<file path="config.mk">
export PLATFORM = sky130hd
export DESIGN_NAME = bcd_par_adder
export DESIGN_NICKNAME = d
export VERILOG_FILES = /design/src/rtl/bcdp_pkg.sv /design/src/rtl/bcd_lsb_fa.sv /design/src/rtl/bcd_upper_ha.sv /design/src/rtl/bcd_add3_fix.sv /design/src/rtl/bcd_digit_slice.sv /design/src/rtl/bcd_par_adder.sv
export SDC_FILE = /design/constraint.sdc
export NUM_CORES = 1
export LEC_CHECK = 0
export BUFFER_PORTS_ARGS = -buffer_cell sky130_fd_sc_hd__buf_4
export CAP_MARGIN = 20
export CORE_AREA = 2 2 59 61
export DETAILED_ROUTE_END_ITERATION = 6
export DIE_AREA = 0 0 61 63
export PLACE_DENSITY = 0.63
export RECOVER_POWER = 100
export SLEW_MARGIN = 25
export SYNTH_ARGS = -nofsm -noshare
export SYNTH_HDL_FRONTEND = slang
export SYNTH_HIERARCHICAL = 1
export SYNTH_SLANG_ARGS = --single-unit
</file>
<file path="constraint.sdc">
create_clock -name vclk -period 24.4
set_input_delay 2.44 -clock vclk [all_inputs]
set_output_delay 2.44 -clock vclk [all_outputs]
set_load 0.03 [all_outputs]
</file>
<file path="src/rtl/bcdp_pkg.sv">
package bcdp_pkg;

    localparam int DIGIT_W = 4;
    localparam int UPPER_W = DIGIT_W - 1;
    localparam int FIX_LIMIT = 5;
    localparam int FIX_ADD   = 3;

    typedef logic [DIGIT_W-1:0] bcd_digit_t;
    typedef logic [UPPER_W-1:0] upper_t;

    typedef struct packed {
        logic       carry;
        bcd_digit_t digit;
    } slice_res_t;

    function automatic logic is_bcd(input bcd_digit_t d);
        return (d <= bcd_digit_t'(9));
    endfunction

endpackage

</file>
<file path="src/rtl/bcd_lsb_fa.sv">
module bcd_lsb_fa (
    input  logic a_i,
    input  logic b_i,
    input  logic c_i,
    output logic s_o,
    output logic c_o
);
    logic half_x;

    always_comb begin
        half_x = a_i ^ b_i;
        s_o    = half_x ^ c_i;
        c_o    = (a_i & b_i) | (half_x & c_i);
    end

    // sum bit has odd parity with the three inputs
    always_comb begin
        p_fa_parity_r1: assert ((s_o ^ a_i ^ b_i ^ c_i) == 1'b0)
            else $error("full adder sum parity broken");
    end
endmodule

</file>
<file path="src/rtl/bcd_upper_ha.sv">
module bcd_upper_ha #(
    parameter int W = 3
) (
    input  logic [W-1:0] a_i,
    input  logic [W-1:0] b_i,
    output logic [W-1:0] s_o,
    output logic [W-1:0] c_o
);
    for (genvar g = 0; g < W; g++) begin : g_ha
        always_comb begin
            s_o[g] = a_i[g] ^ b_i[g];
            c_o[g] = a_i[g] & b_i[g];
        end
    end

    // a half adder never raises sum and carry together
    always_comb begin
        p_ha_disjoint_r2: assert ((s_o & c_o) == '0)
            else $error("half adder sum and carry both set");
    end
endmodule

</file>
<file path="src/rtl/bcd_add3_fix.sv">
module bcd_add3_fix
    import bcdp_pkg::*;
(
    input  bcd_digit_t mid_i,
    output bcd_digit_t fix_o
);
    always_comb begin
        if (mid_i >= bcd_digit_t'(FIX_LIMIT))
            fix_o = mid_i + bcd_digit_t'(FIX_ADD);
        else
            fix_o = mid_i;
    end

    // for an in-range intermediate value the field skips 5..7
    always_comb begin
        if (mid_i <= bcd_digit_t'(9)) begin
            p_fix_gap_r4: assert (fix_o < bcd_digit_t'(5) || fix_o >= bcd_digit_t'(8))
                else $error("corrected field landed in the gap: %0d", fix_o);
        end
    end
endmodule

</file>
<file path="src/rtl/bcd_digit_slice.sv">
module bcd_digit_slice
    import bcdp_pkg::*;
(
    input  bcd_digit_t a_i,
    input  bcd_digit_t b_i,
    input  logic       c_i,
    output bcd_digit_t digit_o,
    output logic       c_o
);
    logic       lsb_sum;
    logic       lsb_cry;
    upper_t     ha_sum;
    upper_t     ha_cry;
    bcd_digit_t mid;
    bcd_digit_t fixed;
    slice_res_t res;

    bcd_lsb_fa u_fa (
        .a_i (a_i[0]),
        .b_i (b_i[0]),
        .c_i (c_i),
        .s_o (lsb_sum),
        .c_o (lsb_cry)
    );

    bcd_upper_ha #(.W(UPPER_W)) u_ha (
        .a_i (a_i[DIGIT_W-1:1]),
        .b_i (b_i[DIGIT_W-1:1]),
        .s_o (ha_sum),
        .c_o (ha_cry)
    );

    always_comb begin
        mid = {1'b0, ha_sum} + {ha_cry, 1'b0} + bcd_digit_t'(lsb_cry);
    end

    bcd_add3_fix u_fix (
        .mid_i (mid),
        .fix_o (fixed)
    );

    always_comb begin
        res     = {fixed, lsb_sum};
        digit_o = res.digit;
        c_o     = res.carry;
    end

    // range of the intermediate value and decimal meaning of the result
    always_comb begin
        if (is_bcd(a_i) && is_bcd(b_i)) begin
            p_mid_range_r3: assert (mid <= bcd_digit_t'(9))
                else $error("intermediate value out of range: %0d", mid);
            p_digit_bcd_r5: assert (is_bcd(digit_o))
                else $error("result digit not decimal: %0d", digit_o);
            p_slice_value_r5: assert ((32'(c_o) * 10 + 32'(digit_o)) ==
                                      (32'(a_i) + 32'(b_i) + 32'(c_i)))
                else $error("slice value wrong");
        end
    end
endmodule

</file>
<file path="src/rtl/bcd_par_adder.sv">
module bcd_par_adder
    import bcdp_pkg::*;
#(
    parameter int N = 4
) (
    input  logic [4*N-1:0] a_i,
    input  logic [4*N-1:0] b_i,
    input  logic           carry_i,
    output logic [4*N-1:0] sum_o,
    output logic           carry_o
);
    localparam int W = DIGIT_W * N;

    logic [N:0] chain;

    assign chain[0] = carry_i;

    for (genvar k = 0; k < N; k++) begin : g_dig
        bcd_digit_slice u_slice (
            .a_i     (a_i[DIGIT_W*k +: DIGIT_W]),
            .b_i     (b_i[DIGIT_W*k +: DIGIT_W]),
            .c_i     (chain[k]),
            .digit_o (sum_o[DIGIT_W*k +: DIGIT_W]),
            .c_o     (chain[k+1])
        );
    end

    assign carry_o = chain[N];

    // all-nines plus carry-in of one wraps every digit to zero
    always_comb begin
        if (a_i == {(W/4){4'h9}} && b_i == '0 && carry_i) begin
            p_ripple_r7: assert (sum_o == '0 && carry_o)
                else $error("carry did not ripple through all digits");
        end
    end
endmodule

</file>
; ---- Word-level counts from Yosys, hierarchy flattened
; Index checks and enable logic that the tools add are counted.
[word_totals]
reg_bits = 0
input_bits = 33
out_inout_bits = 17
word_cells = 64
[op_classes]
addsub = 12
order_cmp = 4
mux = 4
n_bitwise = 44
[ops]
columns = op, count
row1 = 1-bit AND, 20
row2 = 1-bit XOR, 20
row3 = 3-bit by 4-bit adder with 4-bit output, 4
row4 = 4-bit by 1-bit adder with 4-bit output, 4
row5 = 4-bit by 2-bit adder with 4-bit output (second input constant), 4
row6 = 4-bit by 3-bit >= comparator with 1-bit output (second input constant), 4
row7 = 4-bit 2-to-1 mux, 4
row8 = 1-bit OR, 4

; ---- Longest topological paths before layout
; Gate-level depths: netlist of run 1.
[depth]
word_depth = 21
ltp_mapped = 32
ltp_nobuf = 32

; ---- Modules after synthesis
; The synthesis of run 1 kept the hierarchy.
[by_module_without_submodules]
columns = module, n_inst, cells_per_inst, area_each_um2
row1 = bcd_add3_fix, 4, 16, 101.3
row2 = bcd_digit_slice, 4, 9, 98.8
row3 = bcd_upper_ha, 4, 3, 37.5
row4 = bcd_lsb_fa, 4, 1, 20.0

; ---- Worst setup path after synthesis of run 1
; OpenSTA, ideal clock, no wires.
[synth_path]
path_kind = in2out
from = input port a_i[0]
to = output port sum_o[14]
t_arrival_ps = 9475
required_ps = 21960
setup_slack_ps = 12485
stages = 32
n_path_buf = 0
cell_sequence = fa_1 ha_1 fa_1 inv_1 ha_1 nand2b_1 nand2b_1 o21ai_1 fa_1 ha_1 fa_1 inv_1 ha_1 nand2b_1 nand2b_1 o21ai_1 fa_1 ha_1 fa_1 inv_1 ha_1 nand2b_1 nand2b_1 o21ai_1 fa_1 ha_1 fa_1 inv_1 ha_1 nand2b_1 a21oi_2 mux2i_1
[synth_via]
elab_chain_len = 21
elab_cells_between_ends = 26
cone_classes = add/sub (8) / order compare (4) / mux (4) / bitwise (10)
[synth_lines]
columns = element, line
row1 = start: declaration, bcd_par_adder.sv:6  ; input logic [4*N-1:0] a_i,
row2 = 1-bit XOR, bcd_lsb_fa.sv:11  ; half_x = a_i ^ b_i;
row3 = 1-bit AND, bcd_lsb_fa.sv:13  ; c_o = (a_i & b_i) | (half_x & c_i);
row4 = 1-bit OR (*), bcd_lsb_fa.sv:13
row5 = 4-bit by 1-bit adder with 4-bit output (*), bcd_digit_slice.sv:34  ; mid = {1'b0, ha_sum} + {ha_cry, 1'b0} + bcd_digit_t'(lsb_cry);
row6 = via g_dig[0].u_slice.mid[1], bcd_digit_slice.sv:14  ; bcd_digit_t mid;
row7 = 4-bit by 2-bit adder with 4-bit output or 4-bit by 3-bit >= comparator with 1-bit output (tied branches), "bcd_add3_fix.sv:9, bcd_add3_fix.sv:8"
row8 = 4-bit 2-to-1 mux (*), bcd_add3_fix.sv:8  ; if (mid_i >= bcd_digit_t'(FIX_LIMIT))
row9 = via chain[1], bcd_par_adder.sv:14  ; logic [N:0] chain;
row10 = (+2 left out), n/a
row11 = via g_dig[1].u_slice.lsb_cry, bcd_digit_slice.sv:11  ; logic lsb_cry;
row12 = (+1 left out), n/a
row13 = via g_dig[1].u_slice.mid[1], bcd_digit_slice.sv:14
row14 = (+2 left out), n/a
row15 = via chain[2], bcd_par_adder.sv:14
row16 = (+2 left out), n/a
row17 = via g_dig[2].u_slice.lsb_cry, bcd_digit_slice.sv:11
row18 = (+1 left out), n/a
row19 = via g_dig[2].u_slice.mid[1], bcd_digit_slice.sv:14
row20 = (+2 left out), n/a
row21 = via chain[3], bcd_par_adder.sv:14
row22 = 1-bit AND (*), bcd_lsb_fa.sv:13
row23 = 1-bit OR (*), bcd_lsb_fa.sv:13
row24 = via g_dig[3].u_slice.lsb_cry, bcd_digit_slice.sv:11
row25 = 4-bit by 1-bit adder with 4-bit output (*), bcd_digit_slice.sv:34
row26 = via g_dig[3].u_slice.mid[1], bcd_digit_slice.sv:14
row27 = 4-bit by 2-bit adder with 4-bit output or 4-bit by 3-bit >= comparator with 1-bit output (tied branches), "bcd_add3_fix.sv:9, bcd_add3_fix.sv:8"
row28 = 4-bit 2-to-1 mux (*), bcd_add3_fix.sv:8
row29 = end: declaration, bcd_par_adder.sv:9  ; output logic [4*N-1:0] sum_o,
; The timed path passes the listed nets; every way through them passes the cells marked *.

; ---- Worst setup path in the final report of run 1
[layout_path]
from = input port a_i[0]
to = output port sum_o[14]
[layout_via]
elab_chain_len = 21
elab_cells_between_ends = 26
cone_classes = add/sub (8) / order compare (4) / mux (4) / bitwise (10)
[layout_lines]
columns = element, line
row1 = 1-bit XOR, bcd_lsb_fa.sv:11
row2 = 1-bit AND, bcd_lsb_fa.sv:13
row3 = 1-bit OR (*), bcd_lsb_fa.sv:13
row4 = via g_dig[0].u_slice.lsb_cry, bcd_digit_slice.sv:11
row5 = 4-bit by 1-bit adder with 4-bit output (*), bcd_digit_slice.sv:34
row6 = via g_dig[0].u_slice.mid[1], bcd_digit_slice.sv:14
row7 = 4-bit by 2-bit adder with 4-bit output or 4-bit by 3-bit >= comparator with 1-bit output (tied branches), "bcd_add3_fix.sv:9, bcd_add3_fix.sv:8"
row8 = 4-bit 2-to-1 mux (*), bcd_add3_fix.sv:8
row9 = via chain[1], bcd_par_adder.sv:14
row10 = (+2 left out), n/a
row11 = via g_dig[1].u_slice.lsb_cry, bcd_digit_slice.sv:11
row12 = (+1 left out), n/a
row13 = via g_dig[1].u_slice.mid[1], bcd_digit_slice.sv:14
row14 = (+2 left out), n/a
row15 = via chain[2], bcd_par_adder.sv:14
row16 = (+2 left out), n/a
row17 = via g_dig[2].u_slice.lsb_cry, bcd_digit_slice.sv:11
row18 = (+1 left out), n/a
row19 = via g_dig[2].u_slice.mid[1], bcd_digit_slice.sv:14
row20 = (+2 left out), n/a
row21 = via chain[3], bcd_par_adder.sv:14
row22 = 1-bit AND (*), bcd_lsb_fa.sv:13
row23 = 1-bit OR (*), bcd_lsb_fa.sv:13
row24 = via g_dig[3].u_slice.lsb_cry, bcd_digit_slice.sv:11
row25 = 4-bit by 1-bit adder with 4-bit output (*), bcd_digit_slice.sv:34
row26 = via g_dig[3].u_slice.mid[1], bcd_digit_slice.sv:14
row27 = 4-bit by 2-bit adder with 4-bit output or 4-bit by 3-bit >= comparator with 1-bit output (tied branches), "bcd_add3_fix.sv:9, bcd_add3_fix.sv:8"
row28 = 4-bit 2-to-1 mux (*), bcd_add3_fix.sv:8
; Marked as above.

==> results of run 1 <==
-- metrics by stage --
stage / instance area [um2] / util / setup WS, ns / instances / total power, W
2_1_floorplan: 1030 / - / 12.49 / 116 / 0.0000853
3_3_place_gp: 1430 / 0.444 / 12.31 / 208 / 0.000116
3_5_place_dp: 1430 / 0.444 / 12.16 / 208 / 0.000119
4_1_cts: 1430 / 0.444 / 12.13 / 208 / 0.000119
5_1_grt: 1380 / 0.426 / 11.50 / 208 / 0.000120
6_report: 1380 / 0.426 / 11.99 / 208 / 0.000107
-- final cells by class --
cell class | instances | area, um2 | share of cell area
tap | 46 | 57.6 | 0.0418
timing repair buffer | 50 | 334 | 0.243
multi-input combinational | 104 | 956 | 0.694
inverter | 8 | 30.0 | 0.0218
-- critical path: cells and delay by family --
kind	cells	cell delay [ns]
fa+ha+maj	16	5.25
simple gates	7	0.83
buf+inv	6	0.73
compound gates	4	0.51
mux	1	0.21
-- cell families (layout without fill, tap and decap cells) --
group,after synthesis,after routing,share of synthesized area
and+or+nand+nor,28,28,0.121
AOI/OAI and AO/OA,20,20,0.136
xor gates and xnor gates,12,12,0.102
adders and majority gates,40,40,0.544
muxes,4,4,0.0388
buffers and inverters,12,58,0.0583
-- how the worst max path moves through the flow --
stage	start	to	slack, ns	cells after the start
finish	a_i[0]	sum_o[14]	11.99	34
global route	a_i[0]	sum_o[14]	11.50	33
CTS	a_i[0]	sum_o[14]	12.13	33
detailed placement	a_i[0]	sum_o[14]	12.16	34
global placement	a_i[0]	sum_o[14]	12.31	34
floorplan	a_i[0]	sum_o[14]	12.49	32
-- per-layer routing --
layer / global-route usage / part of all wire
met1: 0.131 / 0.40
met2: 0.212 / 0.50
met3: 0.0104 / 0.10
met4: 0 / 0
met5: 0 / 0
-- synth_stat cells --
library cell               number  share of area
sky130_fd_sc_hd__a21o_1         4          0.029
sky130_fd_sc_hd__xnor2_1        8          0.068
sky130_fd_sc_hd__nand2_1       16          0.058
sky130_fd_sc_hd__nand2b_1       8          0.049
sky130_fd_sc_hd__buf_4          4          0.029
sky130_fd_sc_hd__o21ai_0        4          0.019
sky130_fd_sc_hd__a21oi_2        8          0.068
sky130_fd_sc_hd__fa_1           8           0.16
sky130_fd_sc_hd__inv_1          8          0.029
sky130_fd_sc_hd__xor2_1         4          0.034
sky130_fd_sc_hd__o21ai_1        4          0.019
sky130_fd_sc_hd__mux2i_1        4          0.039
sky130_fd_sc_hd__ha_1          32           0.39
sky130_fd_sc_hd__nor2_1         4          0.015
-- power by group --
part / switching [W] / internal (W)
registers: 0 / 0
logic: 0.0000683 / 0.0000390
clock network: 0 / 0
total: 0.0000683 / 0.0000390
==> impl_metrics.py, run 1 <==
metrics = {
    "final_layout": {
        "flops_and_latches": 0,
        "final_layout_size_suffix_gt1_frac": 0.265,
        "final_cell_mix": "39 x sky130_fd_sc_hd__buf_4, 32 x sky130_fd_sc_hd__ha_1, 16 x sky130_fd_sc_hd__nand2_1",
        "fillCellCount": 342,
        "number_of_nets_in_the_final_layout": 237,
        "seqCellArea_um2": 0,
        "most_common_cell_after_layout_fill_and_taps_aside": "sky130_fd_sc_hd__buf_4",
        "n_antenna_cell": 0,
        "synthToLayoutAreaGrowth_pct": 33.6,
        "clkbuf_count": 0,
    },
    "logic_synthesis": {
        "synth_area_per_cell_um2": 8.89,
        "synthesis.nets": 189,
        "syn-cell-area_mm2": 0.00103,
        "yosysSeqAreaShare": 0,
        "yosysUniqueCellTypes": 14,
        "syn-instance-count": 116,
        "yosysWarningCount": 6,
    },
    "clock_network": {
        "cts_hold_buffers": 0,
        "cts.repair.resized": 0,
        "post-cts-setup-buffer-count": 0,
    },
    "floorplan": {
        "floorplan.io_pins": 50,
        "initial_utilization": 0.319,
        "chipWidth_um": 61,
        "dieArea_mm2": 0.00384,
        "fp.dieH_um": 63,
        "placeableCoreArea_mm2": 0.00323,
        "rows": 21,
    },
    "routing": {
        "finalWirelength_um": 1990,
        "ant_nets": 0,
        "dr.first_iter.drc_count": 10,
        "drt-wirelength-per-cell_um": 9.55,
        "drt_pre_antenna_iters": 2,
        "post-route-drc-count": 0,
        "detail_route.vias_per_cell": 4.46,
        "count_of_vias_placed_by_the_detailed_router": 928,
    },
    "sta": {
        "period_needed_ns": 12.41,
        "timing_max_transition_violations_final": 0,
        "finalHoldWorstSlack_ns": 5.26,
        "final_hold_viol_count": 0,
        "final.setup.tns_ns": 0,
        "final_setup_violations": 0,
        "worst_slew_pin_slew_ns": 0.380,
        "slew_headroom": 0.748,
        "period_share": 0.509,
        "max_clock_freq_ghz": 0.0806,
        "setup_repair_after_global_routing_missed_its_margin": "false",
    },
    "global_route": {
        "initial_antenna_violation_count": 0,
        "track_usage": 0.109,
        "wire_length_of_the_first_global_routing_pass_um": 3510,
        "grt_remaining_overflow": 0,
        "pin_count_of_the_biggest_net_entering_global_routing": 5,
        "grt_pass1_vias": 936,
    },
    "run_status": {
        "result_of_the_run": "completed",
    },
    "min_path": {
        "worstHoldPathType": "in2out",
        "timing.hold.worst_path_depth": 3,
        "sink_of_the_worst_hold_path": "sum_o[8]",
        "holdCritStartpoint": "b_i[8]",
    },
    "placement": {
        "portBuffers": 50,
        "gpl.final_weighted_congestion": 0.740,
        "place_hpwl_um": 1900,
    },
    "power": {
        "power.leakage_nw": 0.752,
        "power-per-cell-area_mw_per_mm2": 78.0,
        "vdd_ir_drop_max_mv": 0.0388,
    },
    "critical_path": {
        "cp_data_required_time_ns": 21.96,
        "crit_path_top_delay_cell": "sky130_fd_sc_hd__fa_1",
        "critical_path.startpoint_type": "input pin",
        "worst_setup_ep_type": "output pin",
        "worst-path-max-fanout": 3,
        "worst_ep_arrival_ns": 9.97,
        "critPathKind": "in2out",
        "max_stage_delay_ns": 0.52,
    },
    "job": {
        "drv.max_cap_violation_count": 0,
    },
}
Power figures use the tool's default switching activity.
==> inputs of run 2 (changes only) <==
clock period = 11.54 ns   (was 24.4 ns; I/O delays follow)
==> run 2 against run 1 <==
Hold slack got worse by 2.6 ns. Setup slack got worse by 10 ns. Final area increased by 0.27%. Global-route usage decreased by 0.28 points. Die area unchanged. Wire length decreased by 2.4%. Via count decreased by 1.9%. First-iteration DRC count decreased by 30%. Sequential share of layout area unchanged.
==> impl_metrics.py, run 2 (synthesized netlist as in run 1, its figures left out) <==
metrics = {
    "global_route": {
        "gr-usage-met2": 0.214,
        "initial_antenna_violation_count": 0,
        "grt_pass1_vias": 905,
        "global_route.usage.met3": 0.0145,
        "grt_remaining_overflow": 0,
        "globalRoute.busiestLayer": "met2",
        "track_usage": 0.106,
        "wire_length_of_the_first_global_routing_pass_um": 3360,
        "pin_count_of_the_biggest_net_entering_global_routing": 5,
        "globalRouteMet1Util": 0.114,
    },
    "critical_path": {
        "path_buf_inv": 6,
        "critPathKind": "in2out",
        "crit_end": "sum_o[14]",
        "worst-path-max-fanout": 3,
        "timing.critical_path.max_delay_family": "adder cells",
        "crit_path_top_delay_cell": "sky130_fd_sc_hd__fa_1",
        "worst_ep_arrival_ns": 8.69,
        "crit_cells": 34,
        "worst_setup_ep_type": "output pin",
        "worst_setup_path_startpoint": "a_i[0]",
        "critical_path.startpoint_type": "input pin",
        "max_stage_delay_ns": 0.51,
        "cp_data_required_time_ns": 10.39,
    },
    "job": {
        "drv.max_cap_violation_count": 0,
    },
    "routing": {
        "detail_route.vias_per_cell": 4.38,
        "dr.first_iter.drc_count": 7,
        "drt_pre_antenna_iters": 2,
        "drt-wirelength-per-cell_um": 9.32,
        "post-route-drc-count": 0,
        "finalWirelength_um": 1940,
        "count_of_vias_placed_by_the_detailed_router": 910,
        "ant_nets": 0,
    },
    "final_layout": {
        "layout.cells.non_filler": 208,
        "final_cell_mix": "40 x sky130_fd_sc_hd__buf_4, 32 x sky130_fd_sc_hd__ha_1, 16 x sky130_fd_sc_hd__nand2_1",
        "flops_and_latches": 0,
        "n_antenna_cell": 0,
        "post-route-util": 0.427,
        "fillCellCount": 339,
        "seqCellArea_um2": 0,
        "clkbuf_count": 0,
        "final_layout_size_suffix_gt1_frac": 0.272,
        "most_common_cell_after_layout_fill_and_taps_aside": "sky130_fd_sc_hd__buf_4",
        "synthToLayoutAreaGrowth_pct": 34.0,
        "number_of_nets_in_the_final_layout": 237,
    },
    "placement": {
        "dp_cells": 208,
        "place_hpwl_um": 1870,
        "gpl.final_weighted_congestion": 0.748,
        "portBuffers": 50,
    },
    "sta": {
        "slew_headroom": 0.751,
        "final.setup.tns_ns": 0,
        "worst_slew_pin_slew_ns": 0.375,
        "final_setup_violations": 0,
        "period_needed_ns": 9.84,
        "timing_max_transition_violations_final": 0,
        "setup_repair_after_global_routing_missed_its_margin": "false",
        "period_share": 0.853,
        "final_hold_viol_count": 0,
        "max_clock_freq_ghz": 0.102,
    },
    "min_path": {
        "worstHoldPathType": "in2out",
    },
    "power": {
        "power-per-cell-area_mw_per_mm2": 165,
        "power.leakage_nw": 0.756,
        "vdd_ir_drop_max_mv": 0.0957,
        "power.total_w": 0.000227,
    },
    "clock_network": {
        "cts_hold_buffers": 0,
        "cts.repair.resized": 0,
        "post-cts-setup-buffer-count": 0,
    },
    "floorplan": {
        "chipWidth_um": 61,
        "placeableCoreArea_mm2": 0.00323,
        "floorplan.io_pins": 50,
        "rows": 21,
        "dieArea_mm2": 0.00384,
        "fp.dieH_um": 63,
        "initial_utilization": 0.319,
    },
    "run_status": {
        "result_of_the_run": "completed",
    },
}
run 2: final cells by class:
class              instances  area (um2)  share of cell area
inverters                  8        30.0              0.0217
multi-input cells        104         956               0.692
well taps                 46        57.6              0.0417
repair buffers            50         338               0.245
run 2: how the worst min path moves through the flow:
stage	startpoint	endpoint	slack, ns	cells past startpoint
after floorplan	carry_i	sum_o[0]	2.59	2
after global placement	carry_i	sum_o[0]	2.69	3
after detailed placement	b_i[4]	sum_o[4]	2.69	3
after CTS	b_i[4]	sum_o[4]	2.69	3
after global routing	b_i[4]	sum_o[4]	2.72	3
final	b_i[4]	sum_o[4]	2.69	3
run 2: tightest hold or removal path, delay by kind of cell:
| kind | cells | cell delay, ns |
|---|---|---|
| adders and majority gates | 1 | 0.14 |
| buffers and inverters | 2 | 0.23 |
run 2: metrics by stage:
stage               instance area [um2]  setup slack, ns  hold slack, ns
floorplan                          1030             2.20            2.59
global placement                   1430             1.98            2.69
detailed placement                 1430             1.90            2.69
CTS                                1430             1.87            2.69
global route                       1380             1.24            2.72
finish                             1380             1.70            2.69
run 2: power by group:
group / internal (W) / total [W] / switching, W
clock network: 0 / 0 / 0
registers: 0 / 0 / 0
logic: 0.0000838 / 0.000227 / 0.000144
total: 0.0000838 / 0.000227 / 0.000144
run 2: layer usage:
metal | wire length (um) | up-vias
li1 | - | 483
met1 | 780 | 389
met2 | 965 | 36
met5 | 0 | -
met3 | 172 | 2
met4 | 21 | 0
